===== src/rtl/tw_eeprom_pkg.sv =====
`timescale 1ns/1ps
package tw_eeprom_pkg;

   typedef enum logic [1:0] {
      OP_EXT   = 2'b00,
      OP_WRITE = 2'b01,
      OP_READ  = 2'b10,
      OP_ERASE = 2'b11
   } op_e;

   typedef enum logic [1:0] {
      EXT_LOCK  = 2'b00,
      EXT_FILL  = 2'b01,
      EXT_CLEAR = 2'b10,
      EXT_OPEN  = 2'b11
   } ext_e;

   typedef enum logic [2:0] {
      ACT_NONE,
      ACT_WRITE,
      ACT_ERASE,
      ACT_CLEAR_ALL,
      ACT_FILL_ALL,
      ACT_OPEN,
      ACT_LOCK
   } act_e;

   typedef enum logic [2:0] {
      ST_IDLE,
      ST_HDR,
      ST_DATA,
      ST_READ,
      ST_HOLD
   } cmd_state_e;

endpackage


===== src/rtl/tw_sync.sv =====
`timescale 1ns/1ps
module tw_sync #(
   parameter int WIDTH  = 4,
   parameter int STAGES = 2
) (
   input  logic             clk,
   input  logic             rst_n,
   input  logic [WIDTH-1:0] d,
   output logic [WIDTH-1:0] q
);
   logic [WIDTH-1:0] chain [STAGES];

   if (STAGES < 2) begin : g_bad_stages
      $error("tw_sync needs at least two stages");
   end

   always_ff @(posedge clk or negedge rst_n) begin
      if (!rst_n) chain[0] <= '0;
      else        chain[0] <= d;
   end

   for (genvar s = 1; s < STAGES; s++) begin : g_stage
      always_ff @(posedge clk or negedge rst_n) begin
         if (!rst_n) chain[s] <= '0;
         else        chain[s] <= chain[s-1];
      end
   end

   assign q = chain[STAGES-1];
endmodule


===== src/rtl/tw_timer.sv =====
`timescale 1ns/1ps
module tw_timer #(
   parameter int CYCLES = 4000
) (
   input  logic clk,
   input  logic rst_n,
   input  logic start,
   output logic busy
);
   localparam int CW = $clog2(CYCLES + 1);
   localparam logic [CW-1:0] LOAD = CW'(CYCLES);
   localparam logic [CW-1:0] ONE  = CW'(1);

   logic [CW-1:0] cnt;

   if (CYCLES < 1) begin : g_bad_cycles
      $error("tw_timer needs a positive cycle count");
   end

   always_ff @(posedge clk or negedge rst_n) begin
      if (!rst_n)          cnt <= '0;
      else if (start)      cnt <= LOAD;
      else if (cnt != '0)  cnt <= cnt - ONE;
   end

   assign busy = (cnt != '0);

   // a programming cycle is busy in the cycle after it is launched
   a_r10_start_loads: assert property (@(posedge clk) disable iff (!rst_n)
      start |=> busy);

   // busy never ends right after a launch
   a_r10_no_early_end: assert property (@(posedge clk) disable iff (!rst_n)
      $fell(busy) |-> !$past(start));
endmodule


===== src/rtl/tw_array.sv =====
`timescale 1ns/1ps
module tw_array #(
   parameter int WORDS  = 128,
   parameter int WORD_W = 16
) (
   input  logic                      clk,
   input  logic                      wr_en,
   input  logic                      wr_all,
   input  logic [$clog2(WORDS)-1:0]  wr_addr,
   input  logic [1:0]                wr_mask,
   input  logic [WORD_W-1:0]         wr_data,
   input  logic [$clog2(WORDS)-1:0]  rd_addr,
   output logic [WORD_W-1:0]         rd_data
);
   localparam int AW = $clog2(WORDS);
   localparam int HW = WORD_W / 2;

   logic [WORD_W-1:0] mem [WORDS];

   always_ff @(posedge clk) begin
      if (wr_en) begin
         for (int w = 0; w < WORDS; w++) begin
            if (wr_all || (wr_addr == AW'(w))) begin
               for (int l = 0; l < 2; l++) begin
                  if (wr_mask[l]) mem[w][l*HW +: HW] <= wr_data[l*HW +: HW];
               end
            end
         end
      end
   end

   assign rd_data = mem[rd_addr];
endmodule


===== src/rtl/tw_cmd.sv =====
`timescale 1ns/1ps
module tw_cmd
   import tw_eeprom_pkg::*;
#(
   parameter int AW     = 7,
   parameter int WORD_W = 16
) (
   input  logic              clk,
   input  logic              rst_n,
   input  logic              cs_s,
   input  logic              sclk_s,
   input  logic              di_s,
   input  logic              wide_s,
   input  logic              busy,
   input  logic [WORD_W-1:0] rd_word,
   output logic [AW-1:0]     rd_word_addr,
   output logic              exec_o,
   output act_e              act_o,
   output logic [AW:0]       addr_o,
   output logic [WORD_W-1:0] data_o,
   output logic              clr_status_o,
   output logic              idle_o,
   output logic              rd_mode_o,
   output logic              sdo_bit_o
);
   localparam int FW  = AW + 2;
   localparam int HW  = WORD_W / 2;
   localparam int CW  = $clog2(FW + WORD_W + 3);
   localparam int OBW = $clog2(WORD_W);
   localparam logic [CW-1:0]  CNT_ONE  = CW'(1);
   localparam logic [CW-1:0]  CNT_TWO  = CW'(2);
   localparam logic [AW:0]    PTR_ONE  = (AW+1)'(1);
   localparam logic [AW-1:0]  ADDR_ONE = AW'(1);

   cmd_state_e        state;
   logic              cs_q, sclk_q;
   logic [CW-1:0]     cnt;
   logic [1:0]        op;
   logic [FW-1:0]     field;
   logic [WORD_W-1:0] data_sr;
   act_e              act;
   logic              armed, clr_pend;
   logic [AW:0]       rd_ptr;
   logic [OBW-1:0]    ob;
   logic              sdo_q;

   logic              rise, cs_fall;
   logic [FW-1:0]     field_nx;
   logic [CW-1:0]     hdr_last, data_last;
   logic [OBW-1:0]    ob_top;
   logic [1:0]        ext_code;
   logic [WORD_W-1:0] half_word;
   logic [AW:0]       ptr_inc;

   assign rise      = cs_s & sclk_s & ~sclk_q;
   assign cs_fall   = cs_q & ~cs_s;
   assign field_nx  = {field[FW-2:0], di_s};
   assign hdr_last  = wide_s ? CW'(AW + 1) : CW'(FW + 1);
   assign data_last = wide_s ? CW'(WORD_W - 1) : CW'(HW - 1);
   assign ob_top    = wide_s ? OBW'(WORD_W - 1) : OBW'(HW - 1);
   assign ext_code  = wide_s ? field_nx[AW-1:AW-2] : field_nx[FW-1:FW-2];
   assign ptr_inc   = wide_s ? {1'b0, rd_ptr[AW-1:0] + ADDR_ONE} : rd_ptr + PTR_ONE;
   assign half_word = (!wide_s && rd_ptr[0]) ? (rd_word >> HW) : rd_word;

   always_ff @(posedge clk or negedge rst_n) begin
      if (!rst_n) begin
         state    <= ST_IDLE;
         cs_q     <= 1'b0;
         sclk_q   <= 1'b0;
         cnt      <= '0;
         op       <= '0;
         field    <= '0;
         data_sr  <= '0;
         act      <= ACT_NONE;
         armed    <= 1'b0;
         clr_pend <= 1'b0;
         rd_ptr   <= '0;
         ob       <= '0;
         sdo_q    <= 1'b0;
      end else begin
         cs_q   <= cs_s;
         sclk_q <= sclk_s;
         if (!cs_s) begin
            state    <= ST_IDLE;
            armed    <= 1'b0;
            clr_pend <= 1'b0;
            cnt      <= '0;
         end else if (rise) begin
            unique case (state)
               ST_IDLE: begin
                  if (di_s && !busy) begin
                     state    <= ST_HDR;
                     cnt      <= '0;
                     clr_pend <= 1'b1;
                  end
               end
               ST_HDR: begin
                  if (cnt < CNT_TWO) op <= {op[0], di_s};
                  else               field <= field_nx;
                  cnt <= cnt + CNT_ONE;
                  if (cnt == hdr_last) begin
                     cnt <= '0;
                     unique case (op_e'(op))
                        OP_READ: begin
                           state  <= ST_READ;
                           rd_ptr <= wide_s ? {1'b0, field_nx[AW-1:0]} : field_nx[AW:0];
                           ob     <= ob_top;
                           sdo_q  <= 1'b0;
                        end
                        OP_WRITE: begin
                           act   <= ACT_WRITE;
                           state <= ST_DATA;
                        end
                        OP_ERASE: begin
                           act   <= ACT_ERASE;
                           armed <= 1'b1;
                           state <= ST_HOLD;
                        end
                        OP_EXT: begin
                           unique case (ext_e'(ext_code))
                              EXT_FILL: begin
                                 act   <= ACT_FILL_ALL;
                                 state <= ST_DATA;
                              end
                              EXT_CLEAR: begin
                                 act   <= ACT_CLEAR_ALL;
                                 armed <= 1'b1;
                                 state <= ST_HOLD;
                              end
                              EXT_OPEN: begin
                                 act   <= ACT_OPEN;
                                 armed <= 1'b1;
                                 state <= ST_HOLD;
                              end
                              EXT_LOCK: begin
                                 act   <= ACT_LOCK;
                                 armed <= 1'b1;
                                 state <= ST_HOLD;
                              end
                           endcase
                        end
                     endcase
                  end
               end
               ST_DATA: begin
                  data_sr <= {data_sr[WORD_W-2:0], di_s};
                  cnt     <= cnt + CNT_ONE;
                  if (cnt == data_last) begin
                     armed <= 1'b1;
                     state <= ST_HOLD;
                  end
               end
               ST_READ: begin
                  sdo_q <= half_word[ob];
                  if (ob == '0) begin
                     ob     <= ob_top;
                     rd_ptr <= ptr_inc;
                  end else begin
                     ob <= ob - OBW'(1);
                  end
               end
               ST_HOLD: begin
               end
               default: state <= ST_IDLE;
            endcase
         end
      end
   end

   assign exec_o       = cs_fall & armed;
   assign clr_status_o = cs_fall & clr_pend;
   assign act_o        = act;
   assign addr_o       = field[AW:0];
   assign data_o       = data_sr;
   assign idle_o       = (state == ST_IDLE);
   assign rd_mode_o    = (state == ST_READ);
   assign sdo_bit_o    = sdo_q;
   assign rd_word_addr = wide_s ? rd_ptr[AW-1:0] : rd_ptr[AW:1];

   // a deselect always returns the decoder to waiting, with nothing pending
   a_r9_reset_on_deselect: assert property (@(posedge clk) disable iff (!rst_n)
      !cs_s |=> (state == ST_IDLE) && !armed);

   // with data-in low, an idle decoder stays idle
   a_r1_no_start_on_low_di: assert property (@(posedge clk) disable iff (!rst_n)
      (state == ST_IDLE) && !di_s |=> (state == ST_IDLE));
endmodule


===== src/rtl/tw_eeprom.sv =====
`timescale 1ns/1ps
module tw_eeprom
   import tw_eeprom_pkg::*;
#(
   parameter int WORDS       = 128,
   parameter int WORD_W      = 16,
   parameter int PROG_CYCLES = 4000,
   parameter int SYNC_STAGES = 2
) (
   input  logic clk,
   input  logic rst_n,
   input  logic cs_i,
   input  logic sclk_i,
   input  logic sdi_i,
   input  logic wide_i,
   output logic sdo_o,
   output logic sdo_oe_o
);
   localparam int AW = $clog2(WORDS);
   localparam int HW = WORD_W / 2;

   if ((WORDS < 4) || ((1 << AW) != WORDS)) begin : g_bad_words
      $error("WORDS must be a power of two, at least 4");
   end
   if ((WORD_W < 4) || (WORD_W % 2 != 0)) begin : g_bad_width
      $error("WORD_W must be even and at least 4");
   end

   logic [3:0] raw_in, sync_out;
   logic       cs_s, sclk_s, di_s, wide_s;

   assign raw_in = {wide_i, sdi_i, sclk_i, cs_i};

   tw_sync #(.WIDTH(4), .STAGES(SYNC_STAGES)) u_sync (
      .clk   (clk),
      .rst_n (rst_n),
      .d     (raw_in),
      .q     (sync_out)
   );

   assign {wide_s, di_s, sclk_s, cs_s} = sync_out;

   logic              busy, exec, clr_status, idle, rd_mode, sdo_bit;
   act_e              act;
   logic [AW:0]       cmd_addr;
   logic [WORD_W-1:0] cmd_data, rd_word;
   logic [AW-1:0]     rd_addr;

   tw_cmd #(.AW(AW), .WORD_W(WORD_W)) u_cmd (
      .clk          (clk),
      .rst_n        (rst_n),
      .cs_s         (cs_s),
      .sclk_s       (sclk_s),
      .di_s         (di_s),
      .wide_s       (wide_s),
      .busy         (busy),
      .rd_word      (rd_word),
      .rd_word_addr (rd_addr),
      .exec_o       (exec),
      .act_o        (act),
      .addr_o       (cmd_addr),
      .data_o       (cmd_data),
      .clr_status_o (clr_status),
      .idle_o       (idle),
      .rd_mode_o    (rd_mode),
      .sdo_bit_o    (sdo_bit)
   );

   logic wel, status_show;
   logic is_prog, prog_go, fill_all, erase_op;
   logic [AW-1:0]     wr_addr;
   logic [1:0]        wr_mask;
   logic [WORD_W-1:0] wr_data;

   assign is_prog  = (act == ACT_WRITE) || (act == ACT_ERASE) ||
                     (act == ACT_CLEAR_ALL) || (act == ACT_FILL_ALL);
   assign prog_go  = exec && is_prog && wel;
   assign fill_all = (act == ACT_CLEAR_ALL) || (act == ACT_FILL_ALL);
   assign erase_op = (act == ACT_ERASE) || (act == ACT_CLEAR_ALL);
   assign wr_addr  = wide_s ? cmd_addr[AW-1:0] : cmd_addr[AW:1];
   assign wr_mask  = (wide_s || fill_all) ? 2'b11 : (cmd_addr[0] ? 2'b10 : 2'b01);
   assign wr_data  = erase_op ? '1 : (wide_s ? cmd_data : {2{cmd_data[HW-1:0]}});

   tw_array #(.WORDS(WORDS), .WORD_W(WORD_W)) u_array (
      .clk     (clk),
      .wr_en   (prog_go),
      .wr_all  (fill_all),
      .wr_addr (wr_addr),
      .wr_mask (wr_mask),
      .wr_data (wr_data),
      .rd_addr (rd_addr),
      .rd_data (rd_word)
   );

   tw_timer #(.CYCLES(PROG_CYCLES)) u_timer (
      .clk   (clk),
      .rst_n (rst_n),
      .start (prog_go),
      .busy  (busy)
   );

   always_ff @(posedge clk or negedge rst_n) begin
      if (!rst_n) begin
         wel         <= 1'b0;
         status_show <= 1'b0;
      end else begin
         if (exec && (act == ACT_OPEN)) wel <= 1'b1;
         if (exec && (act == ACT_LOCK)) wel <= 1'b0;
         if (prog_go)         status_show <= 1'b1;
         else if (clr_status) status_show <= 1'b0;
      end
   end

   assign sdo_o    = rd_mode ? sdo_bit : ~busy;
   assign sdo_oe_o = cs_s & (rd_mode | (status_show & idle));

   // a programming cycle is only ever launched with the latch set
   a_r4_busy_needs_enable: assert property (@(posedge clk) disable iff (!rst_n)
      $rose(busy) |-> $past(wel));
endmodule


===== config.mk =====
export PLATFORM = sky130hd
export DESIGN_NAME = tw_eeprom
export DESIGN_NICKNAME = d
export VERILOG_FILES = /design/src/rtl/tw_eeprom_pkg.sv /design/src/rtl/tw_sync.sv /design/src/rtl/tw_timer.sv /design/src/rtl/tw_array.sv /design/src/rtl/tw_cmd.sv /design/src/rtl/tw_eeprom.sv
export SDC_FILE = /design/constraint.sdc
export NUM_CORES = 2
export LEC_CHECK = 0
export ABC_AREA = 1
export BUFFER_PORTS_ARGS = -buffer_cell sky130_fd_sc_hd__clkbuf_2
export CAP_MARGIN = 20
export CORE_ASPECT_RATIO = 1.1
export CORE_MARGIN = 8
export CORE_UTILIZATION = 40
export DETAILED_ROUTE_END_ITERATION = 8
export HOLD_SLACK_MARGIN = 0.1
export PLACE_DENSITY_LB_ADDON = 0.1
export SETUP_SLACK_MARGIN = 0.5
export SYNTH_ARGS = -nofsm -noshare
export SYNTH_HDL_FRONTEND = slang
export SYNTH_SLANG_ARGS = --single-unit

===== constraint.sdc =====
create_clock -name clk -period 10.1 [get_ports clk]
set_clock_uncertainty 0.15 [all_clocks]
set_input_delay 2.02 -clock clk [delete_from_list [all_inputs] [get_ports clk]]
set_output_delay 2.02 -clock clk [all_outputs]
set_load 0.01 [all_outputs]

# --- Word level (Yosys, flattened, before mapping) ---
# Memory sizes are Yosys's and may differ from the RTL's.
# Index checks and enable logic that the tools add are counted.
classes:
  addsub: 5
  div_mod_pow: 0
  n_reduce_logical: 165
  order_cmp: 2
  mul: 0
  bitwise_logic: 12
  n_shift: 0
  eq_ne: 159
  mux: 829
ops:
  columns: ["operator", "n"]
  rows:
  - ["2-to-1 mux 1 bit", 787]
  - ["equality test 7 bit (second input constant)", 64]
  - ["equality test 7 x 6 -> 1 bit (second input constant)", 32]
  - ["logical OR 1 bit", 134]
  - ["equality test 7 x 5 -> 1 bit (second input constant)", 16]
  - ["equality test 7 x 4 -> 1 bit (second input constant)", 8]
  - ["2-to-1 mux 16 bit", 3]
  - ["2-to-1 mux 8 bit", 5]
  - ["case mux 3 bit (4 select lines)", 3]
  - ["equality test 7 x 3 -> 1 bit (second input constant)", 4]
  - ["2-to-1 mux 12 bit", 2]
  - ["2-to-1 mux 4 bit", 5]
  - ["2-to-1 mux 5 bit", 4]
  - ["case mux 8 bit (2 select lines)", 1]
  - ["2-to-1 mux 3 bit", 5]
  - ["case mux 5 bit (3 select lines)", 1]
  - ["AND reduction 5 bit", 3]
  - ["equality test 7 x 2 -> 1 bit (second input constant)", 2]
  - ["2-to-1 mux 7 bit", 2]
  - ["equality test 3 x 2 -> 1 bit (second input constant)", 4]
  - ["equality test 3 bit (second input constant)", 4]
  - ["AND reduction 6 bit", 2]
  - ["nonzero test 12 bit", 1]
  - ["subtractor 12 x 1 -> 12 bit (second input constant)", 1]
  - ["other kinds (39)", 79]
word_totals:
  mem_bits_rw: 2048
  input_bits: 6
  memories: 1
  output_inout_bits: 2
  latch_bits: 0
  elab_cells: 1191
  reg_bits: 76
  mem_bits_ro: 0
memory_table:
  columns: ["memory", "words", "word_bits", "read_ports", "rd_clocked_by_memory_dff", "write_ports", "line", "source"]
  rows:
  - ["u_array.mem", 128, 16, 1, 0, 128, "tw_array.sv:18", "logic [WORD_W-1:0] mem [WORDS];"]

# --- Depth between registers and ports, before layout ---
depth:
  depth_word: 9
  depth_mapped: 22
  depth_no_buf: 19

# --- By module ---
# From an unflattened synthesis, not the netlist that was laid out.
unflattened:
  cells_unflattened: 7712
  hier_area_um2: 88647.5
modules_own_cells:
  columns: ["mod", "area_each_um2", "cells_each", "instances", "seq_area_each_um2"]
  rows:
  - ["tw_array", 83825.4, 7058, 1, 61499.0]
  - ["tw_cmd", 3339.5, 455, 1, 1351.3]
  - ["tw_timer", 805.8, 103, 1, 300.3]
  - ["tw_eeprom", 446.7, 84, 1, 50.0]
  - ["tw_sync", 230.2, 12, 1, 200.2]

# --- Worst setup path after synthesis ---
# Ideal clock, no wire load.
synth_path:
  path_kind: "flip-flop to flip-flop"
  startpoint: "reg u_sync.chain, in the netlist u_sync.q[3]"
  endpoint: "mem u_array.mem[0][13] (data pin)"
  t_arrival_ns: 4.770
  period_less_slack_ns: 5.791
  required_time_ns: 9.079
  path_stages_with_launch: 8
  setup_ns: 0.871
  path_buffers: 6
  setup_slack_ns: 4.309
  cell_sequence: "dfrtp_1 > buf_6 > buf_6 > buf_2 > clkbuf_1 > buf_2 > buf_1 > o211ai_1"
synth_lines:
  columns: ["item", "line", "source"]
  rows:
  - ["start: declaration", "tw_sync.sv:11", "logic [WIDTH-1:0] chain [STAGES];"]
  - ["start signal: indexed assignment", "tw_sync.sv:25", "else chain[s] <= chain[s-1];"]
  - ["end: declaration", "tw_array.sv:18", null]

# --- Final worst setup path ---
layout_path:
  startpoint: "reg u_sync.chain, in the netlist u_sync.q[3]"
  endpoint: "reg u_cmd.sdo_q, in the netlist u_cmd.sdo_bit_o"
layout_via:
  elab_chain_len: 6
  elab_cells_between_ends: 12
  classes_between: "eq/ne: 2; mux: 6; reduce/logical: 3; memory: 1"
layout_rtl:
  columns: ["item", "line", "source"]
  rows:
  - ["2-to-1 mux 7 bit / zero test 1 bit (equally long branches)", "tw_cmd.sv:178, tw_cmd.sv:63", null]
  - ["memory (128 x 16 bit) / logical AND 1 bit (equally long branches)", null, null]
  - ["2-to-1 mux 16 bit", "tw_cmd.sv:63", "assign half_word = (!wide_s && rd_ptr[0]) ? (rd_word >> HW) : rd_word;"]
  - ["binary-select mux 1 bit (select 4 bit)", "tw_cmd.sv:154", "sdo_q <= half_word[ob];"]
  - ["2-to-1 mux 1 bit (implied by the code)", "tw_cmd.sv:154", null]
  - ["case mux 1 bit (2 select lines)", "tw_cmd.sv:89", "unique case (state)"]
  - ["end signal: assignment", "tw_cmd.sv:154", null]
  - ["end: declaration", "tw_cmd.sv:45", "logic sdo_q;"]
# Parallel ways exist; a longest one is shown, timed or not. The select of a mux whose other input is x is not followed.
# A chain may end at the register's enable or synchronous reset.

==> flow_summary.html <==
<table>
<tr><th>Metric</th><th>Value</th></tr>
<tr><th colspan="2">Global route</th></tr>
<tr><td>First-pass GRT wire length</td><td>392000 um</td></tr>
<tr><td>Routing usage on met3</td><td>2.75%</td></tr>
<tr><td>GR Layer Usage met1</td><td>29.3%</td></tr>
<tr><td>Total overflow reported by the global router</td><td>0</td></tr>
<tr><td>Global routing's busiest layer</td><td>met2</td></tr>
<tr><td>Number of antenna violations at the first check in global routing</td><td>12</td></tr>
<tr><td>Maximum number of pins on one net before global-route repair</td><td>178</td></tr>
<tr><td>Total routing resource utilization after global routing</td><td>21.9%</td></tr>
<tr><td>Number of global-route vias before repair</td><td>56300</td></tr>
<tr><td>Met2 usage in global routing</td><td>36.1%</td></tr>
<tr><th colspan="2">Synthesis</th></tr>
<tr><td>Number of storage elements in the synthesis netlist</td><td>2124</td></tr>
<tr><td>Count of cell types in the netlist</td><td>47</td></tr>
<tr><td>Post-synthesis net count</td><td>roughly 8000</td></tr>
<tr><td>Post-Syn Area</td><td>89300 sq um</td></tr>
<tr><td>Avg Cell Area, Syn</td><td>11.2 sq um</td></tr>
<tr><td>Yosys Warn Count</td><td>0</td></tr>
<tr><td>Sequential fraction of the synthesis area</td><td>71.0%</td></tr>
<tr><td>Post-synthesis instance total</td><td>7957</td></tr>
<tr><th colspan="2">Critical path</th></tr>
<tr><td>Crit path max-delay cell type</td><td>sky130_fd_sc_hd__nand2_8</td></tr>
<tr><td>Critical Path Source Type</td><td>flip-flop</td></tr>
<tr><td>Cell occurring most often along the worst timing path</td><td>sky130_fd_sc_hd__nand3_1</td></tr>
<tr><td>Worst setup EP type</td><td>flip-flop</td></tr>
<tr><td>WP data arrival</td><td>6150 ps</td></tr>
<tr><td>Cell-by-cell listing of the critical path</td><td>buf_4 -&gt; nand2_2 -&gt; nand2_8 -&gt; buf_4 -&gt; nand2_1 -&gt; nand3_1 -&gt; nand3_1 -&gt; nand3_1 -&gt; nand3_1 -&gt; nand3_1 -&gt; nand3_1 -&gt; nand2_1 -&gt; nand2_1 -&gt; nand3_1 -&gt; nand3_1 -&gt; nand3_1 -&gt; nand3_1 -&gt; nand2_1 -&gt; nand2_1</td></tr>
<tr><td>CP required</td><td>10700 ps</td></tr>
<tr><td>Type of the worst setup path</td><td>reg -&gt; reg</td></tr>
<tr><td>Cell depth of the worst setup path</td><td>19</td></tr>
<tr><td>Combined buffer and inverter count along the critical path</td><td>2</td></tr>
<tr><td>Slowest cell delay on critical path</td><td>730 ps</td></tr>
<tr><td>Crit Path Max Fanout</td><td>104</td></tr>
<tr><td>Worst r2r path cells</td><td>19</td></tr>
<tr><td>CP top delay family</td><td>simple AND/OR/NAND/NOR gates</td></tr>
<tr><th colspan="2">CTS</th></tr>
<tr><td>Post-CTS Setup Repair Bufs</td><td>0</td></tr>
<tr><td>Sinks on the clock net</td><td>2124</td></tr>
<tr><td>TritonCTS clock tree</td><td>done</td></tr>
<tr><td>Worst-case clock buffer depth</td><td>3</td></tr>
<tr><td>Clk_lat worst skew</td><td>870 ps</td></tr>
<tr><td>Number of buffers created by CTS</td><td>222</td></tr>
<tr><td>Cell at the root of the clock tree</td><td>sky130_fd_sc_hd__clkbuf_16</td></tr>
<tr><td>Number of hold buffers added after CTS</td><td>0</td></tr>
<tr><td>Clock H-tree levels</td><td>4</td></tr>
<tr><td>Resized cells post-CTS</td><td>0</td></tr>
<tr><td>CTS clk-pin slew, worst paths</td><td>about 60 ps</td></tr>
<tr><th colspan="2">STA</th></tr>
<tr><td>Final count of pins violating max slew</td><td>0</td></tr>
<tr><td>Fmax achieved</td><td>~180 MHz</td></tr>
<tr><td>Rel. slew slack</td><td>19.9%</td></tr>
<tr><td>Post-route clock period utilization</td><td>54.9%</td></tr>
<tr><td>Final number of setup-violating endpoints</td><td>0</td></tr>
<tr><td>Shortest period the worst path allows</td><td>5540 ps</td></tr>
<tr><td>Unrepaired setup endpoints after global routing</td><td>false</td></tr>
<tr><td>Total negative slack for setup checks</td><td>0 ps</td></tr>
<tr><td>Slew at the pin closest to its max-slew limit</td><td>1200 ps</td></tr>
<tr><td>Final worst slack</td><td>4560 ps</td></tr>
<tr><td>Final hold violation count</td><td>0</td></tr>
<tr><th colspan="2">Power</th></tr>
<tr><td>Reported leakage power</td><td>34.9 nW</td></tr>
<tr><td>Part of the power in combinational logic</td><td>around a fifth</td></tr>
<tr><td>P_int</td><td>0.0152 W</td></tr>
<tr><td>Power density over cell area</td><td>225 nW/um^2</td></tr>
<tr><td>Reg power frac</td><td>43.8%</td></tr>
<tr><td>Highest ir drop seen on vdd</td><td>0.000162 V</td></tr>
<tr><td>Part of the power in the clock network</td><td>34.9%</td></tr>
<tr><td>Switching power total</td><td>0.00700 W</td></tr>
<tr><td>Switching part of the total</td><td>around a third</td></tr>
<tr><th colspan="2">Die</th></tr>
<tr><td>Number of primary I/O pins</td><td>8</td></tr>
<tr><td>Die height</td><td>511 um</td></tr>
<tr><td>Die Area</td><td>239000 sq um</td></tr>
<tr><td>Starting Density</td><td>40.1%</td></tr>
<tr><td>Horizontal extent of the die</td><td>about 470 um</td></tr>
<tr><td>Core box area</td><td>223000 sq um</td></tr>
<tr><td>Standard-cell rows</td><td>182</td></tr>
<tr><th colspan="2">Cells and area</th></tr>
<tr><td>Highest-count cells in the layout ignoring fill and taps</td><td>sky130_fd_sc_hd__edfxtp_1 (2048), sky130_fd_sc_hd__nand2_1 (2025), sky130_fd_sc_hd__nand3_1 (2005)</td></tr>
<tr><td>Post-layout nets</td><td>a little under 8000</td></tr>
<tr><td>Share of the core filled with cells</td><td>between 40 and 50%</td></tr>
<tr><td>Fraction of final layout cells sized beyond drive strength 1</td><td>under 10%</td></tr>
<tr><td>Total area of multi-input combinational cells</td><td>21800 sq um</td></tr>
<tr><td>Commonest non-fill, non-tap cell in the layout</td><td>sky130_fd_sc_hd__edfxtp_1</td></tr>
<tr><td>Storage cell area</td><td>roughly 63000 sq um</td></tr>
<tr><td>Number of filler instances in the final layout</td><td>20700</td></tr>
<tr><td>Area growth from synthesis to layout</td><td>10.4%</td></tr>
<tr><th colspan="2">Flow run</th></tr>
<tr><td>Number of max-cap violations</td><td>0</td></tr>
<tr><th colspan="2">Detailed routing</th></tr>
<tr><td>Per-cell via count in the routed design</td><td>5.39</td></tr>
<tr><td>Total vias in the final route</td><td>58800</td></tr>
<tr><td>DRC violation total after the first TritonRoute iteration</td><td>5956</td></tr>
<tr><td>1st-pass router iterations</td><td>6</td></tr>
<tr><td>DRC violations left</td><td>0</td></tr>
<tr><td>Routed length per instance</td><td>around 25 um</td></tr>
<tr><td>Remaining antenna violation count after routing</td><td>0</td></tr>
<tr><td>Final wirelength</td><td>roughly 270000 um</td></tr>
<tr><th colspan="2">Placed design</th></tr>
<tr><td>Final weighted congestion in routability-driven placement</td><td>slightly below 0.9</td></tr>
<tr><td>Detailed Place HPWL</td><td>between 150000 and 200000 um</td></tr>
<tr><td>Pre-CTS setup slack</td><td>4600 ps</td></tr>
<tr><td>Port Buffer Count</td><td>7</td></tr>
<tr><th colspan="2">Outcome</th></tr>
<tr><td>Status</td><td>finished clean</td></tr>
<tr><th colspan="2">Min path</th></tr>
<tr><td>Class of the worst hold path</td><td>reg -&gt; reg</td></tr>
<tr><td>Worst hold stages</td><td>0</td></tr>
</table>
==> layout make-up <==
| cell class | instances | share of cell area, % |
|---|---|---|
| antenna | 4 | 0.0102 |
| clock inverter | 105 | 0.789 |
| timing repair buffer | 127 | 1.17 |
| inverter | 499 | 1.91 |
| multi-input combinational | 4825 | 22.1 |
| tap | 2944 | 3.74 |
| sequential | 2124 | 64.3 |
| clock buffer | 290 | 6.01 |
==> per-layer routing <==
metal	share of wire, %	wire (um)
met1	42	113000
met2	48	129000
met3	5.3	14200
met4	4.5	12100
met5	0.0045	12
==> registers in the layout (all words and copies together) (netlist names), 2 cells and up <==
| signal | flops |
|---|---|
| u_array.mem | 2048 |
| u_cmd.act_o | 3 |
| u_cmd.cnt | 5 |
| u_cmd.data_o | 16 |
| u_cmd.field | 8 |
| u_cmd.ob | 4 |
| u_cmd.op | 2 |
| u_cmd.rd_ptr | 8 |
| u_cmd.state | 3 |
| u_sync.chain | 4 |
| u_sync.q | 4 |
| u_timer.cnt | 12 |
==> cells in the mapped netlist, drive strengths merged <==
library cell  count  area (sq um)
a2111o            1          11.3
a2111oi           1          8.76
a211oi            1          7.51
a21oi           169           846
a22oi             3          22.5
a31oi             1          6.26
a41o              1          10.0
and3              1          6.26
buf             396          2010
clkbuf          113           424
clkinv            4          15.0
dfrtp            76          1900
edfxtp         2048         61500
ha                9           113
inv             495          1860
mux2              6          67.6
mux2i             1          10.0
nand2          2038          7670
nand3          2005         10000
nand3b            2          15.0
nand4             2          12.5
nor2            364          1370
nor3             10          55.1
nor4              2          12.5
o211ai           52           390
o21ai            96           495
o221ai            1          8.76
o22ai             2          12.5
o2bb2ai           1          8.76
o31ai             4          30.0
or2              45           282
or3               1          6.26
xnor2             1          8.76
xor2              5          43.8
==> power by group through the flow <==
stage	combinational [W]	sequential (W)	clock, W
after floorplan	0.00310	0.00990	0
after global placement	0.00474	0.00990	0
after detailed placement	0.00475	0.00990	0
after CTS	0.00476	0.00971	0.00789
after global routing	0.00515	0.00971	0.00821
final	0.00472	0.00972	0.00773
==> cells by family after synthesis <==
kind of cell / count (synthesis) / share of synthesized area (%)
xor gates and xnor gates: 6 / 0.0589
AOI/OAI and AO/OA: 333 / 2.08
muxes: 7 / 0.0869
DFF: 2124 / 71.0
adders and majority gates: 9 / 0.126
buffers and inverters: 1008 / 4.83
and+or+nand+nor: 4470 / 21.8
==> stage by stage <==
step | power (W) | hold WS, ps | area, sq um | cells
global placement | 0.0146 | 195 | 91700 | 10500
floorplan | 0.0130 | 181 | 89300 | 7957
detailed placement | 0.0146 | 187 | 91800 | 10500
finish | 0.0222 | 197 | 98600 | 10900
global route | 0.0231 | 212 | 98600 | 10900
CTS | 0.0224 | 200 | 98500 | 10900
==> final timing paths <==
| check | startpoint | to | slack, ps |
|---|---|---|---|
| setup / recovery | u_sync.q[3] | u_cmd.sdo_bit_o | 4560 |
| hold / removal | u_sync.chain[6] | u_sync.q[2] | 200 |
| setup reg to reg | u_sync.q[3] | u_cmd.sdo_bit_o | 4560 |
| hold reg to reg | u_sync.chain[6] | u_sync.q[2] | 200 |
| max in group asynchronous | rst_n | u_sync.chain[7] | 8050 |
| min in group asynchronous | rst_n | u_cmd.ob[1] | 850 |
Note: power is estimated with default switching activity, not from simulation.
